$ cat src/rtl/csr_eng_pkg.sv
package csr_eng_pkg;

  typedef enum logic [2:0] {
    S_IDLE,
    S_CALC,
    S_LOAD,
    S_CMD,
    S_POLL,
    S_FETCH
  } eng_state_e;

  localparam logic [15:0] DATA_REG_ADDR = 16'h0300;
  localparam logic [15:0] CMD_REG_ADDR  = 16'h0304;
  localparam int          CMD_BUSY_BIT  = 31;
  localparam int          CMD_READ_BIT  = 30;
  localparam int          CMD_SIZE_LSB  = 16;

  // Legal chunk size from the two low address bits and the tentative size (1..4).
  function automatic logic [2:0] legal_chunk(input logic [1:0] alo, input logic [2:0] tent);
    logic [2:0] s;
    if (alo[0])
      s = 3'd1;
    else if (alo[1])
      s = tent[0] ? 3'd1 : 3'd2;
    else if (tent == 3'd3)
      s = 3'd1;
    else
      s = tent;
    return s;
  endfunction

  function automatic logic [31:0] cmd_word(input logic rd, input logic [2:0] sz,
                                           input logic [15:0] a);
    logic [31:0] w;
    w = '0;
    w[CMD_BUSY_BIT] = 1'b1;
    w[CMD_READ_BIT] = rd;
    w[CMD_SIZE_LSB +: 3] = sz;
    w[15:0] = a;
    return w;
  endfunction

  // Keep the low sz bytes of a word, clear the rest.
  function automatic logic [31:0] low_bytes(input logic [31:0] w, input logic [2:0] sz);
    logic [31:0] r;
    r = '0;
    for (int k = 0; k < 4; k++)
      if (3'(k) < sz) r[8*k +: 8] = w[8*k +: 8];
    return r;
  endfunction

endpackage

$ cat src/rtl/csr_chunk_sizer.sv
module csr_chunk_sizer
  import csr_eng_pkg::*;
#(
  parameter int LEN_W = 16
) (
  input  logic [1:0]       addr_lo,
  input  logic [LEN_W-1:0] remaining,
  output logic [2:0]       size
);
  localparam logic [LEN_W-1:0] THREE = LEN_W'(3);

  logic [2:0] tentative;

  always_comb begin
    tentative = (remaining > THREE) ? 3'd4 : remaining[2:0];
    size      = legal_chunk(addr_lo, tentative);
  end
endmodule

$ cat src/rtl/csr_poll_timer.sv
module csr_poll_timer #(
  parameter int POLL_LIMIT = 1024
) (
  input  logic clk,
  input  logic rst_n,
  input  logic clear,
  input  logic tick,
  output logic expire
);
  localparam int CNT_W = (POLL_LIMIT > 2) ? $clog2(POLL_LIMIT) : 1;
  localparam logic [CNT_W-1:0] LAST = CNT_W'(POLL_LIMIT - 1);

  logic [CNT_W-1:0] cnt_q;

  assign expire = tick && (cnt_q == LAST);

  always_ff @(posedge clk or negedge rst_n) begin
    if (!rst_n)
      cnt_q <= '0;
    else if (clear || expire)
      cnt_q <= '0;
    else if (tick)
      cnt_q <= cnt_q + 1'b1;
  end

  AST_POLL_CNT_RANGE: assert property (@(posedge clk) disable iff (!rst_n)
    cnt_q <= LAST);
  AST_POLL_CNT_STEP: assert property (@(posedge clk) disable iff (!rst_n)
    tick && !clear && !expire |=> cnt_q == $past(cnt_q) + 1'b1);
endmodule

$ cat src/rtl/csr_indirect_engine.sv
module csr_indirect_engine
  import csr_eng_pkg::*;
#(
  parameter int LEN_W      = 16,
  parameter int POLL_LIMIT = 1024
) (
  input  logic             clk,
  input  logic             rst_n,
  input  logic             req_valid,
  input  logic             req_write,
  input  logic [15:0]      req_addr,
  input  logic [LEN_W-1:0] req_len,
  output logic             busy,
  output logic             done,
  output logic             err,
  output logic             reg_req,
  output logic             reg_we,
  output logic [15:0]      reg_addr,
  output logic [31:0]      reg_wdata,
  input  logic             reg_ack,
  input  logic [31:0]      reg_rdata,
  output logic [LEN_W-1:0] buf_rptr,
  input  logic [31:0]      buf_rword,
  output logic             buf_we,
  output logic [LEN_W-1:0] buf_wptr,
  output logic [31:0]      buf_wdata,
  output logic [2:0]       buf_wsize
);
  localparam logic [LEN_W-1:0] LEN_ZERO = '0;

  eng_state_e       state_q;
  logic             write_q;
  logic [15:0]      addr_q;
  logic [LEN_W-1:0] rem_q;
  logic [LEN_W-1:0] ptr_q;
  logic [2:0]       size_q;
  logic             done_q, err_q;
  logic             bwe_q;
  logic [LEN_W-1:0] bwptr_q;
  logic [31:0]      bwdata_q;
  logic [2:0]       bwsize_q;
  logic             data_loaded_q;
  logic             clear_seen_q;

  // Named internal events
  logic [2:0]       next_size;
  logic             poll_ack;
  logic             busy_seen;
  logic             clear_seen;
  logic             cmd_ack;
  logic             fetch_ack;
  logic             chunk_end;
  logic             timeout_evt;
  logic             all_sent;
  logic             fin_evt;
  logic [LEN_W-1:0] size_ext;

  csr_chunk_sizer #(.LEN_W(LEN_W)) u_sizer (
    .addr_lo   (addr_q[1:0]),
    .remaining (rem_q),
    .size      (next_size)
  );

  csr_poll_timer #(.POLL_LIMIT(POLL_LIMIT)) u_timer (
    .clk    (clk),
    .rst_n  (rst_n),
    .clear  (cmd_ack),
    .tick   (busy_seen),
    .expire (timeout_evt)
  );

  assign size_ext   = LEN_W'(size_q);
  assign poll_ack   = (state_q == S_POLL) && reg_ack;
  assign busy_seen  = poll_ack && reg_rdata[CMD_BUSY_BIT];
  assign clear_seen = poll_ack && !reg_rdata[CMD_BUSY_BIT];
  assign cmd_ack    = (state_q == S_CMD) && reg_ack;
  assign fetch_ack  = (state_q == S_FETCH) && reg_ack;
  assign chunk_end  = (clear_seen && write_q) || fetch_ack;
  assign all_sent   = (state_q == S_CALC) && (rem_q == LEN_ZERO);
  assign fin_evt    = all_sent || timeout_evt;

  // Register port
  always_comb begin
    reg_req   = (state_q == S_LOAD) || (state_q == S_CMD) ||
                (state_q == S_POLL) || (state_q == S_FETCH);
    reg_we    = (state_q == S_LOAD) || (state_q == S_CMD);
    reg_addr  = ((state_q == S_LOAD) || (state_q == S_FETCH)) ? DATA_REG_ADDR : CMD_REG_ADDR;
    reg_wdata = '0;
    if (state_q == S_LOAD)
      reg_wdata = low_bytes(buf_rword, size_q);
    else if (state_q == S_CMD)
      reg_wdata = cmd_word(!write_q, size_q, addr_q);
  end

  assign busy      = (state_q != S_IDLE);
  assign done      = done_q;
  assign err       = err_q;
  assign buf_rptr  = ptr_q;
  assign buf_we    = bwe_q;
  assign buf_wptr  = bwptr_q;
  assign buf_wdata = bwdata_q;
  assign buf_wsize = bwsize_q;

  always_ff @(posedge clk or negedge rst_n) begin
    if (!rst_n) begin
      state_q       <= S_IDLE;
      write_q       <= 1'b0;
      addr_q        <= '0;
      rem_q         <= '0;
      ptr_q         <= '0;
      size_q        <= '0;
      done_q        <= 1'b0;
      err_q         <= 1'b0;
      bwe_q         <= 1'b0;
      bwptr_q       <= '0;
      bwdata_q      <= '0;
      bwsize_q      <= '0;
      data_loaded_q <= 1'b0;
      clear_seen_q  <= 1'b0;
    end else begin
      done_q <= 1'b0;
      err_q  <= 1'b0;
      bwe_q  <= 1'b0;

      if (fetch_ack) begin
        bwe_q    <= 1'b1;
        bwptr_q  <= ptr_q;
        bwdata_q <= low_bytes(reg_rdata, size_q);
        bwsize_q <= size_q;
      end

      if (chunk_end) begin
        addr_q <= addr_q + 16'(size_q);
        ptr_q  <= ptr_q + size_ext;
        rem_q  <= rem_q - size_ext;
      end

      unique case (state_q)
        S_IDLE: if (req_valid) begin
          write_q <= req_write;
          addr_q  <= req_addr;
          rem_q   <= req_len;
          ptr_q   <= '0;
          state_q <= S_CALC;
        end
        S_CALC: begin
          if (all_sent) begin
            done_q  <= 1'b1;
            state_q <= S_IDLE;
          end else begin
            size_q  <= next_size;
            state_q <= write_q ? S_LOAD : S_CMD;
          end
        end
        S_LOAD: if (reg_ack) begin
          data_loaded_q <= 1'b1;
          state_q       <= S_CMD;
        end
        S_CMD: if (reg_ack) begin
          data_loaded_q <= 1'b0;
          clear_seen_q  <= 1'b0;
          state_q       <= S_POLL;
        end
        S_POLL: begin
          if (timeout_evt) begin
            err_q   <= 1'b1;
            state_q <= S_IDLE;
          end else if (clear_seen) begin
            clear_seen_q <= 1'b1;
            state_q      <= write_q ? S_CALC : S_FETCH;
          end
        end
        S_FETCH: if (reg_ack) state_q <= S_CALC;
        default: state_q <= S_IDLE;
      endcase
    end
  end

  AST_REQ_HELD: assert property (@(posedge clk) disable iff (!rst_n)
    reg_req && !reg_ack |=> reg_req && $stable(reg_addr) && $stable(reg_we));
  AST_CHUNK_ALIGNED: assert property (@(posedge clk) disable iff (!rst_n)
    state_q == S_CMD |-> ((addr_q[2:0] & (size_q - 3'd1)) == 3'd0) &&
                         size_q != 3'd0 && size_q != 3'd3 && size_ext <= rem_q);
  AST_CMD_AFTER_LOAD: assert property (@(posedge clk) disable iff (!rst_n)
    state_q == S_CMD && write_q |-> data_loaded_q);
  AST_FETCH_AFTER_CLEAR: assert property (@(posedge clk) disable iff (!rst_n)
    state_q == S_FETCH |-> clear_seen_q);
  AST_REM_STEP: assert property (@(posedge clk) disable iff (!rst_n)
    chunk_end |=> rem_q == $past(rem_q) - LEN_W'($past(size_q)));
  AST_BUSY_HELD: assert property (@(posedge clk) disable iff (!rst_n)
    busy && !fin_evt |=> busy);
  AST_DONE_ON_FALL: assert property (@(posedge clk) disable iff (!rst_n)
    done |-> !busy && $past(busy));
  AST_DONE_ERR_EXCL: assert property (@(posedge clk) disable iff (!rst_n)
    !(done && err));
  AST_IGNORE_WHILE_BUSY: assert property (@(posedge clk) disable iff (!rst_n)
    busy && req_valid && !fin_evt |=> $stable(write_q));
endmodule

$ cat config.mk
export PLATFORM = sky130hd
export DESIGN_NAME = csr_indirect_engine
export DESIGN_NICKNAME = d
export VERILOG_FILES = /design/src/rtl/csr_eng_pkg.sv /design/src/rtl/csr_chunk_sizer.sv /design/src/rtl/csr_poll_timer.sv /design/src/rtl/csr_indirect_engine.sv
export SDC_FILE = /design/constraint.sdc
export NUM_CORES = 1
export LEC_CHECK = 0
export ABC_AREA = 1
export CAP_MARGIN = 10
export CORE_MARGIN = 1.5
export CORE_UTILIZATION = 45
export CTS_CLUSTER_SIZE = 20
export DETAILED_ROUTE_END_ITERATION = 12
export PLACE_DENSITY = 0.83
export RECOVER_POWER = 25
export SLEW_MARGIN = 15
export SYNTH_ARGS = -nofsm -noshare
export SYNTH_HDL_FRONTEND = slang
export SYNTH_HIERARCHICAL = 1
export SYNTH_SLANG_ARGS = --single-unit
$ cat constraint.sdc
create_clock -name clk -period 2.35 [get_ports clk]
set_input_delay 0.235 -clock clk [delete_from_list [all_inputs] [get_ports clk]]
set_output_delay 0.235 -clock clk [all_outputs]
set_load 0.01 [all_outputs]
Yosys cells after proc, flatten, opt, wreduce, memory -nomap -nowiden
Cells that the tools add are included.
- add/sub/neg operators: 4
- multiply operators: 0
- div/mod/pow operators: 0
- $lt $le $gt $ge: 5
- eq/ne operators: 12
- shifts and indexed selects: 0
- multiplexer cells: 42
- bitwise logic cells: 1
- reduce and logical (&&, ||, !) cells: 23
- operator list (operator ; count):
    $mux 16 ; 9
    $mux 32 ; 2
    $mux 8 ; 8
    $mux 3 ; 12
    $add 16x3->16 ; 2
    $mux 10 ; 2
    $pmux 3 s6 ; 1
    $gt 16x2->1 const B ; 1
    $logic_not 16->1 ; 1
    $sub 16x3->16 ; 1
    $add 10x1->10 const B ; 1
    $eq 10x10->1 const B ; 1
    $eq 3x2->1 const B ; 3
    $logic_and 1x1->1 ; 8
    $ne 2x2->1 const B ; 4
    $eq 3x3->1 const B ; 2
    $logic_or 1x1->1 ; 6
    $lt 1x3->1 const A ; 2
    $lt 2x3->1 const A ; 2
    $mux 1 ; 6
    $reduce_and 5->1 ; 1
    $mux 2 ; 2
    $reduce_and 2->1 ; 2
    $eq 3x1->1 const B ; 1
    other kinds (6) ; 7
- bits in registers: 119
- bits in latches: 0
- bits in writable memories: 0
- ROM bits: 0
- input port bits: 101
- memories: 0

Logic depth before layout (Yosys ltp)
Gate-level depths: netlist of the first run.
- word-level depth: 8
- mapped depth: 14
- gate-level depth less buffers: 14

Hierarchy
Netlist of the first run, hierarchy kept.
- modules (own cells, without submodules) (module ; times used ; cells each ; area an instance (um2)):
    csr_indirect_engine ; 1 ; 909 ; 6497.5
    csr_poll_timer ; 1 ; 70 ; 564.3
    csr_chunk_sizer ; 1 ; 25 ; 107.6

Least setup slack after synthesis of the first run
No wires, ideal clock.
- path kind: register to register
- start point: register state_q[0]
- end point: register state_q[1]
- arrival: 2.033 ns
- slack: 0.185 ns
- cell stages (with the launch flop): 11
- path buffers: 0
- clock period less this slack: 2.165 ns
- path through: dfrtp_1 -> nor2_4 -> nand2_1 -> nor3_1 -> nand3_1 -> nor2_1 -> nor2_1 -> nand2_1 -> nand2_1 -> a21oi_1 -> o21ai_0
- word-level cells in the longest chain between the ends: 6
- elaborated cells on any way between the ends: 20
- those cells by class: eq/ne (10); mux (3); reduce/logical (7)
- RTL lines (item ; line ; text):
    start: declaration ; csr_indirect_engine.sv:31 ; eng_state_e state_q;
    start signal: assignment ; csr_indirect_engine.sv:152 ; state_q <= write_q ? S_LOAD : S_CMD;
    start signal: assignment ; csr_indirect_engine.sv:170 ; state_q <= write_q ? S_CALC : S_FETCH;
    $eq 3x3->1 * ; csr_indirect_engine.sv:73 ; assign poll_ack = (state_q == S_POLL) && reg_ack;
    $logic_and 1x1->1 * ; csr_indirect_engine.sv:73 ;
    $logic_and 1x1->1 * ; csr_indirect_engine.sv:74 ; assign busy_seen = poll_ack && reg_rdata[CMD_BUSY_BIT];
    named net busy_seen ; csr_indirect_engine.sv:48 ; logic busy_seen;
    $logic_and 1x1->1 * ; csr_poll_timer.sv:15 ; assign expire = tick && (cnt_q == LAST);
    named net timeout_evt ; csr_indirect_engine.sv:53 ; logic timeout_evt;
    $ne 3x2->1 (no line) or $mux 3 (tied branches) ; -- ;
    $reduce_and 5->1 (no line) or $pmux 3 s6 (tied branches) ; -- ;
The timed path passes the listed nets; every way through them passes the cells marked *.
A chain may end at the register's enable or synchronous reset.

Worst setup path in the final report of the first run
- start point: register state_q[2]
- end point: output port reg_wdata[30]
- word-level cells in the longest chain between the ends: 3
- elaborated cells on any way between the ends: 4
- those cells by class: eq/ne (2); mux (2)
- RTL lines (item ; line ; text):
    $eq 3x2->1 ; -- ;
    $mux 32 ; csr_indirect_engine.sv:91 ; else if (state_q == S_CMD)
    $mux 32 * ; csr_indirect_engine.sv:89 ; if (state_q == S_LOAD)
    end: declaration ; csr_indirect_engine.sv:19 ; output logic [31:0] reg_wdata,
Every way passes the cells marked *; elsewhere a longest branch is shown, timed or not.

==> results.md, run 1 <==
* Ordered cell list for the critical path: inv_1 -> nand3_2 -> buf_4 -> o21ai_0 -> clkdlybuf4s50_1
* RePlAce Congestion at 0.927
* Dominant cells by area after synthesis: dfrtp_1, nand2_1, nand3_1
* Unrepaired setup endpoints after global routing: yes
* Synthesized cell area at 7170 um2
* Overflow after GRT at 0
* TritonRoute pass-1 iters at 6
* WHS at 360 ps
* Worst path required time at 2120 ps
* Initial Util at 46.6%
* Post-synth EDFFs at 0
* Most frequent cells in the layout: nand2_1, clkdlybuf4s50_1, dfrtp_1, inv_1, nor2_1
* Bufs on Longest Clock Path at 2
* PortBufs at 206
* Detail Placement HPWL at 15.1 mm
* Placement Rows at 45
* Area share of the largest cell type after synthesis at 41.5%
* CTS clk-pin slew, worst paths at 60 ps
* Clk_lat worst skew at approximately 420 ps
* Count of boundary I/O pins at between 200 and 250
* DIE AREA at 16700 um2
* Tmin final at 2320 ps
* Avg Vias per Cell at 5.08
* CP top delay family: buffers and inverters
* Final setup viols at 0
* Ys async rst share at 100%
* Buf+Inv Stages, Crit Path at 3
* Area leader, netlist: dfrtp_1
* Worst-path fanout max at 6
* Final Cell Area at ~10000 um2
* Drt total wl at 20.8 mm
* Slowest CP cell: clkdlybuf4s50_1
* Slew headroom at 22.9%
* Crit. End Element: primary output
* CTS root buffer: clkbuf_16
* Area grow syn2layout at 40.9%
* Post-DRT Antenna Nets at 0
* Outcome: finished clean
* Net count, final at around 1300
* Die H at ~130 um
* Fin. Hold Viols at 0
* Initial antenna violation count at 0
* Hold WC Path Type: in -> reg
* Fmax achieved at roughly 430 MHz
* Commonest non-fill, non-tap cell in the layout: nand2_1
* Starting DRT DRC Count at 551
* CP arrival at 2080 ps
* Layout cells sized above 1 at 8.77%
* Critical path class: reg -> out
* Vias in the first global route at 6785
* Setup TNS at 0 ps
* Vias post-DR at 7328
* DRC at 0
* Syn avg cell area at 7.14 um2
* #FFs+latches synth at 119
* Die Width at 129 um
* Synth cell types at ~40
* Gr usage total at 25.1%
* Lkg Pwr at 5.00 nW
* Crit start category: flip-flop
* Tcrit/Tclk final at 98.5%
* Slew @ Worst Pin at 1160 ps
* Wire length per cell at 14.4 um
* Clk sink count at 119
* H-tree depth reported by CTS at 4
* Seq/Total Area, Yosys at 41.5%
* CP max stage delay at ~580 ps
* Placed Area at 9450 um2
* Placeable Area at 15400 um2
* First-pass GRT wire length at approximately 33 mm
* Number of diodes at 0
* YS warnings at 6
* Peak VDD IR at 0.668 mV
* TritonCTS Buffers at 17
* CTS tree: yes
* Syn Inst Count at 1004
* Synth Flop Type: dfrtp_1
* Max-cap violations at 0
* Worst Clk Skew at 16.5 ps
* Pwr per Cell Area at 1150 nW/um2
* Max Slew Vio Count at 0
* Pin count of the biggest net entering global routing at 66
## final timing paths
path / endpoint / startpoint / slack (ps) / cells after the start
setup / recovery: reg_wdata[30] / state_q[2]$_DFFE_PN0P_ / 30 / 5
hold / removal: addr_q[13]$_DFF_PN0_ / req_addr[13] / 360 / 3
setup reg to reg: state_q[1]$_DFFE_PN0P_ / state_q[1]$_DFFE_PN0P_ / 200 / 12
hold reg to reg: buf_wdata[9]$_DFFE_PN0P_ / buf_wdata[9]$_DFFE_PN0P_ / 480 / 2
max in group asynchronous: buf_rptr[7]$_DFF_PN0_ / rst_n / 430 / 3
min in group asynchronous: buf_wdata[31]$_DFFE_PN0P_ / rst_n / 590 / 2
## flip-flops by register name, indices dropped and copies added, names as in the netlist, 3 cells and up
signal / count
addr_q: 16
buf_rptr: 16
buf_wdata: 32
buf_wptr: 16
buf_wsize: 3
rem_q: 16
size_q: 3
state_q: 3
u_timer/cnt_q: 10
## where the power goes
part           switching (mW)  total (mW)  internal, mW  leakage [nW]
Sequential              0.737        3.57          2.83          1.52
Clock                    1.01        2.47          1.46         0.270
Combinational            3.08        5.59          2.51          3.22
Total                    4.83        11.6          6.80          5.00
## layout make-up
cell class | instances | area, um2
tap | 211 | 264
sequential | 119 | 2980
clock inverter | 14 | 126
clock buffer | 18 | 429
inverter | 117 | 443
timing repair buffer | 236 | 2340
multi-input combinational | 727 | 3510
fill | 1283 | 5270
## synth_stat cells, types with 5 or more instances
master / instances
inv_1: 112
o22ai_1: 8
o21ai_0: 60
nor2_2: 7
buf_6: 5
nand4_1: 20
nand2_1: 307
a21oi_1: 18
inv_2: 5
ha_1: 10
nand2_2: 5
o21ai_1: 16
dfrtp_1: 119
buf_2: 15
nor2_1: 103
clkbuf_1: 14
or2_0: 15
nor3_1: 5
nand3_1: 92
xor2_1: 9
buf_4: 20
## routing by layer
layer  part of all wire, %  GRT usage (%)  vias up  wire (um)
li1                      -              -     3593          -
met1                    42           32.3     3422       8710
met2                    49           42.4      279      10200
met3                   7.2           5.28       34       1500
met4                   2.0           8.33        0        420
met5                     0              0        -          0
## repair_timing
item | CTS | global route
endpoints found under the hold margin | 42 | 0
gates resized for setup | 25 | 20
setup endpoints to repair | 32 | 16
pin swaps | 1 | 0
hold buffers | 1 | 0
buffers inserted | 4 | 3
## worst reg2reg max path, delay by kind of cell (launching register included)
| family | cells | cell delay (ps) |
|---|---|---|
| and+or+nand+nor | 9 | 1150 |
| DFF | 1 | 440 |
| buffers and inverters | 1 | 150 |
| AOI/OAI and AO/OA | 2 | 300 |
## cell families (layout without fill, tap and decap cells)
family	count (synthesis)	in the layout	share of synthesized area [%]
flops	119	119	41.5
buf+inv	171	385	10.8
fa+ha+maj	13	13	2.58
xor+xnor	13	13	1.59
other cells	2	15	0.105
simple gates	569	569	34.2
mux	1	1	0.140
compound gates	116	116	9.04
## metrics by stage
step                utilization, %  instances  setup slack, ps  power, mW
floorplan                        -       1017              185       6.62
global placement              61.5       1402              192       8.94
detailed placement            61.5       1402              123       9.08
CTS                           65.4       1439            -1.88       11.6
global route                  65.7       1442            -44.1       12.5
finish                        65.7       1442             34.5       11.6
Note: power is estimated with default switching activity, not from simulation.
==> run 2, diff against run 1 <==
CORE_UTILIZATION = 48   (was 45)
PLACE_DENSITY = 0.87   (was 0.83)
==> run 2 against run 1 <==
Compared with the run above:
- the run now ends with negative setup slack left
- via count grew 1.2%
- clock skew is 6.2 ps lower
- non-clock buffer count is 3 higher
- global-route usage is 3.0 points higher
- design area increased by 1.4%
- critical path type unchanged
- highest routed layer unchanged
==> results.md, run 2 (synthesis results as in run 1) <==
* Outcome: finished with violations
* Failing checks: negative setup slack
* Pin count of the biggest net entering global routing at between 50 and 60
* Fillers at between 1000 and 1500
* Final Cell Area at around 10000 um2
* Number of diodes at 0
* TritonRoute pass-1 iters at 7
* Area grow syn2layout at 42.8%
* Unrepaired setup endpoints after global routing: yes
* Beginning of the worst register-to-register path: size_q[1]$_DFFE_PN0P_
* Vias in the first global route at about 7200
* PortBufs at approximately 210
* DRC at 0
* Slew headroom at 22.0%
* WHS at around 370 ps
* Pwr per Cell Area at around 1200 nW/um2
* Critical path class: reg -> out
* Avg Vias per Cell at 5.23
* Detail Placement HPWL at 15.6 mm
* Clock share of power at 23.0%
* Net count, final at 1335
* Max Slew Vio Count at 0
* Placeable Area at 14500 um2
* Sw frac at around two fifths
* CTS tree: yes
* Reg-to-reg endpoint: rem_q[14]$_DFF_PN0_
* Post-DRT Antenna Nets at 0
* First-pass GRT wire length at 35.4 mm
* Crit start category: flip-flop
* Tmin final at 2380 ps
* Combinational power share at 47.7%
* Hold Crit Depth at 3
* Worst Hold End: addr_q[13]$_DFF_PN0_
* Slowest CP cell: clkdlybuf4s50_1
* R2r setup slk at 180 ps
* CTS clk-pin slew, worst paths at 60 ps
* Lkg Pwr at 5.20 nW
* Max reg flops at 32
* Setup TNS at -27.1 ps
* Final setup viols at 1
* Net switching power at 4.95 mW
* Gr usage total at 28.1%
* H-tree depth reported by CTS at 4
* Max-cap violations at 0
* Worst path required time at 2120 ps
* Die Width at around 130 um
* HP Start: req_addr[13]
* Die H at between 100 and 150 um
* Worst-path fanout max at 9
* Reg power frac at 29.3%
* DP Worst Slack at 239 ps
* Clk sink count at 119
* Tcrit/Tclk final at 101%
* CP max stage delay at 640 ps
* Starting DRT DRC Count at roughly 530
* Crit. End Element: primary output
* Slew @ Worst Pin at roughly 1200 ps
* Bufs on Longest Clock Path at 2
* Fin. Hold Viols at 0
* CTS root buffer: clkbuf_16
* Worst Clk Skew at approximately 10 ps
* Placed Area at about 9500 um2
* Internal at 7.25 mW
* Most frequent cells in the layout: nand2_1, clkdlybuf4s50_1, dfrtp_1, inv_1, nor2_1
* Initial antenna violation count at 0
* Overflow after GRT at 0
* DIE AREA at around 16000 um2
* Clk_lat worst skew at 420 ps
* Wire length per cell at ~15 um
* Fmax achieved at between 400 and 500 MHz
* TritonCTS Buffers at 17
* FF-to-FF path depth at 13
* Vias post-DR at 7417
* RePlAce Congestion at between 0.9 and 1
* CP arrival at 2140 ps
* Layout cells sized above 1 at a little under 9%
* Initial Util at 49.3%
* Peak VDD IR at roughly 0.7 mV
* Final worst slack at -27.1 ps
* Placement Rows at 44
* Count of boundary I/O pins at 222
* Drt total wl at about 22 mm
* Commonest non-fill, non-tap cell in the layout: nand2_1
* Hold WC Path Type: in -> reg
* Ordered cell list for the critical path: inv_1 -> nand3_1 -> buf_4 -> o22ai_1 -> clkdlybuf4s50_1
==> run 2: changes by cell type in the layout (fill, tap and decap cells not counted), moves of 2 or more <==
cell,change
dlymetal6s2s_1,+13
dlygate4sd2_1,-16
clkinv_2,-2
buf_4,+2
clkdlybuf4s50_1,+2
bufinv_16,+3
==> run 2: metrics by stage <==
stage	power, mW	util (%)	instances
2_1_floorplan	6.62	-	1017
3_3_place_gp	8.96	65.0	1377
5_1_grt	13.1	70.5	1418
3_5_place_dp	9.17	65.0	1377
4_1_cts	12.2	70.0	1415
6_report	12.2	70.5	1418
==> run 2: per-layer routing <==
layer | vias up | wire length [um] | track usage, %
met3 | 37 | 1530 | 4.88
met4 | 0 | 510 | 11.2
met1 | 3422 | 8960 | 35.4
met2 | 352 | 10700 | 48.0
li1 | 3606 | - | -
met5 | - | 0 | 0
==> run 2: power groups by stage <==
stage	registers (mW)	logic, mW	clock network, mW
finish	3.57	5.82	2.81
global route	3.67	6.44	2.94
CTS	3.55	5.78	2.83
detailed placement	3.58	5.59	0
global placement	3.54	5.42	0
floorplan	3.61	3.01	0
==> run 2: layout make-up <==
| type | instances | area [um2] | area share (%) |
|---|---|---|---|
| Multi-Input combinational cell | 727 | 3510 | 34.2 |
| Timing Repair Buffer | 239 | 2440 | 23.8 |
| Clock inverter | 14 | 198 | 1.93 |
| Inverter | 117 | 447 | 4.36 |
| Tap cell | 184 | 230 | 2.25 |
| Sequential cell | 119 | 2980 | 29.1 |
| Clock buffer | 18 | 439 | 4.29 |
==> run 2: how the worst max path moves through the flow <==
stage	from	end
4_1_cts	state_q[2]$_DFFE_PN0P_	reg_wdata[18]
3_3_place_gp	state_q[2]$_DFFE_PN0P_	reg_wdata[24]
6_report	state_q[2]$_DFFE_PN0P_	reg_wdata[2]
2_1_floorplan	state_q[0]$_DFFE_PN0P_	state_q[1]$_DFFE_PN0P_
5_1_grt	size_q[1]$_DFFE_PN0P_	reg_wdata[2]
3_5_place_dp	size_q[0]$_DFFE_PN0P_	rem_q[10]$_DFF_PN0_
==> run 2: critical path: cells and delay by family, from the launching register on <==
kind / cells / cell delay, ps
AOI/OAI and AO/OA: 1 / 170
buffers and inverters: 3 / 950
DFF: 1 / 470
and+or+nand+nor: 1 / 120
==> run 2: what timing repair did <==
action | 4_1_cts | 5_1_grt
gates resized for setup | 14 | 31
endpoints found under the hold margin | 46 | 0
setup buffers | 5 | 3
hold buffers | 1 | 0
endpoints found under the setup margin | 29 | 31
pin swaps | 4 | 0
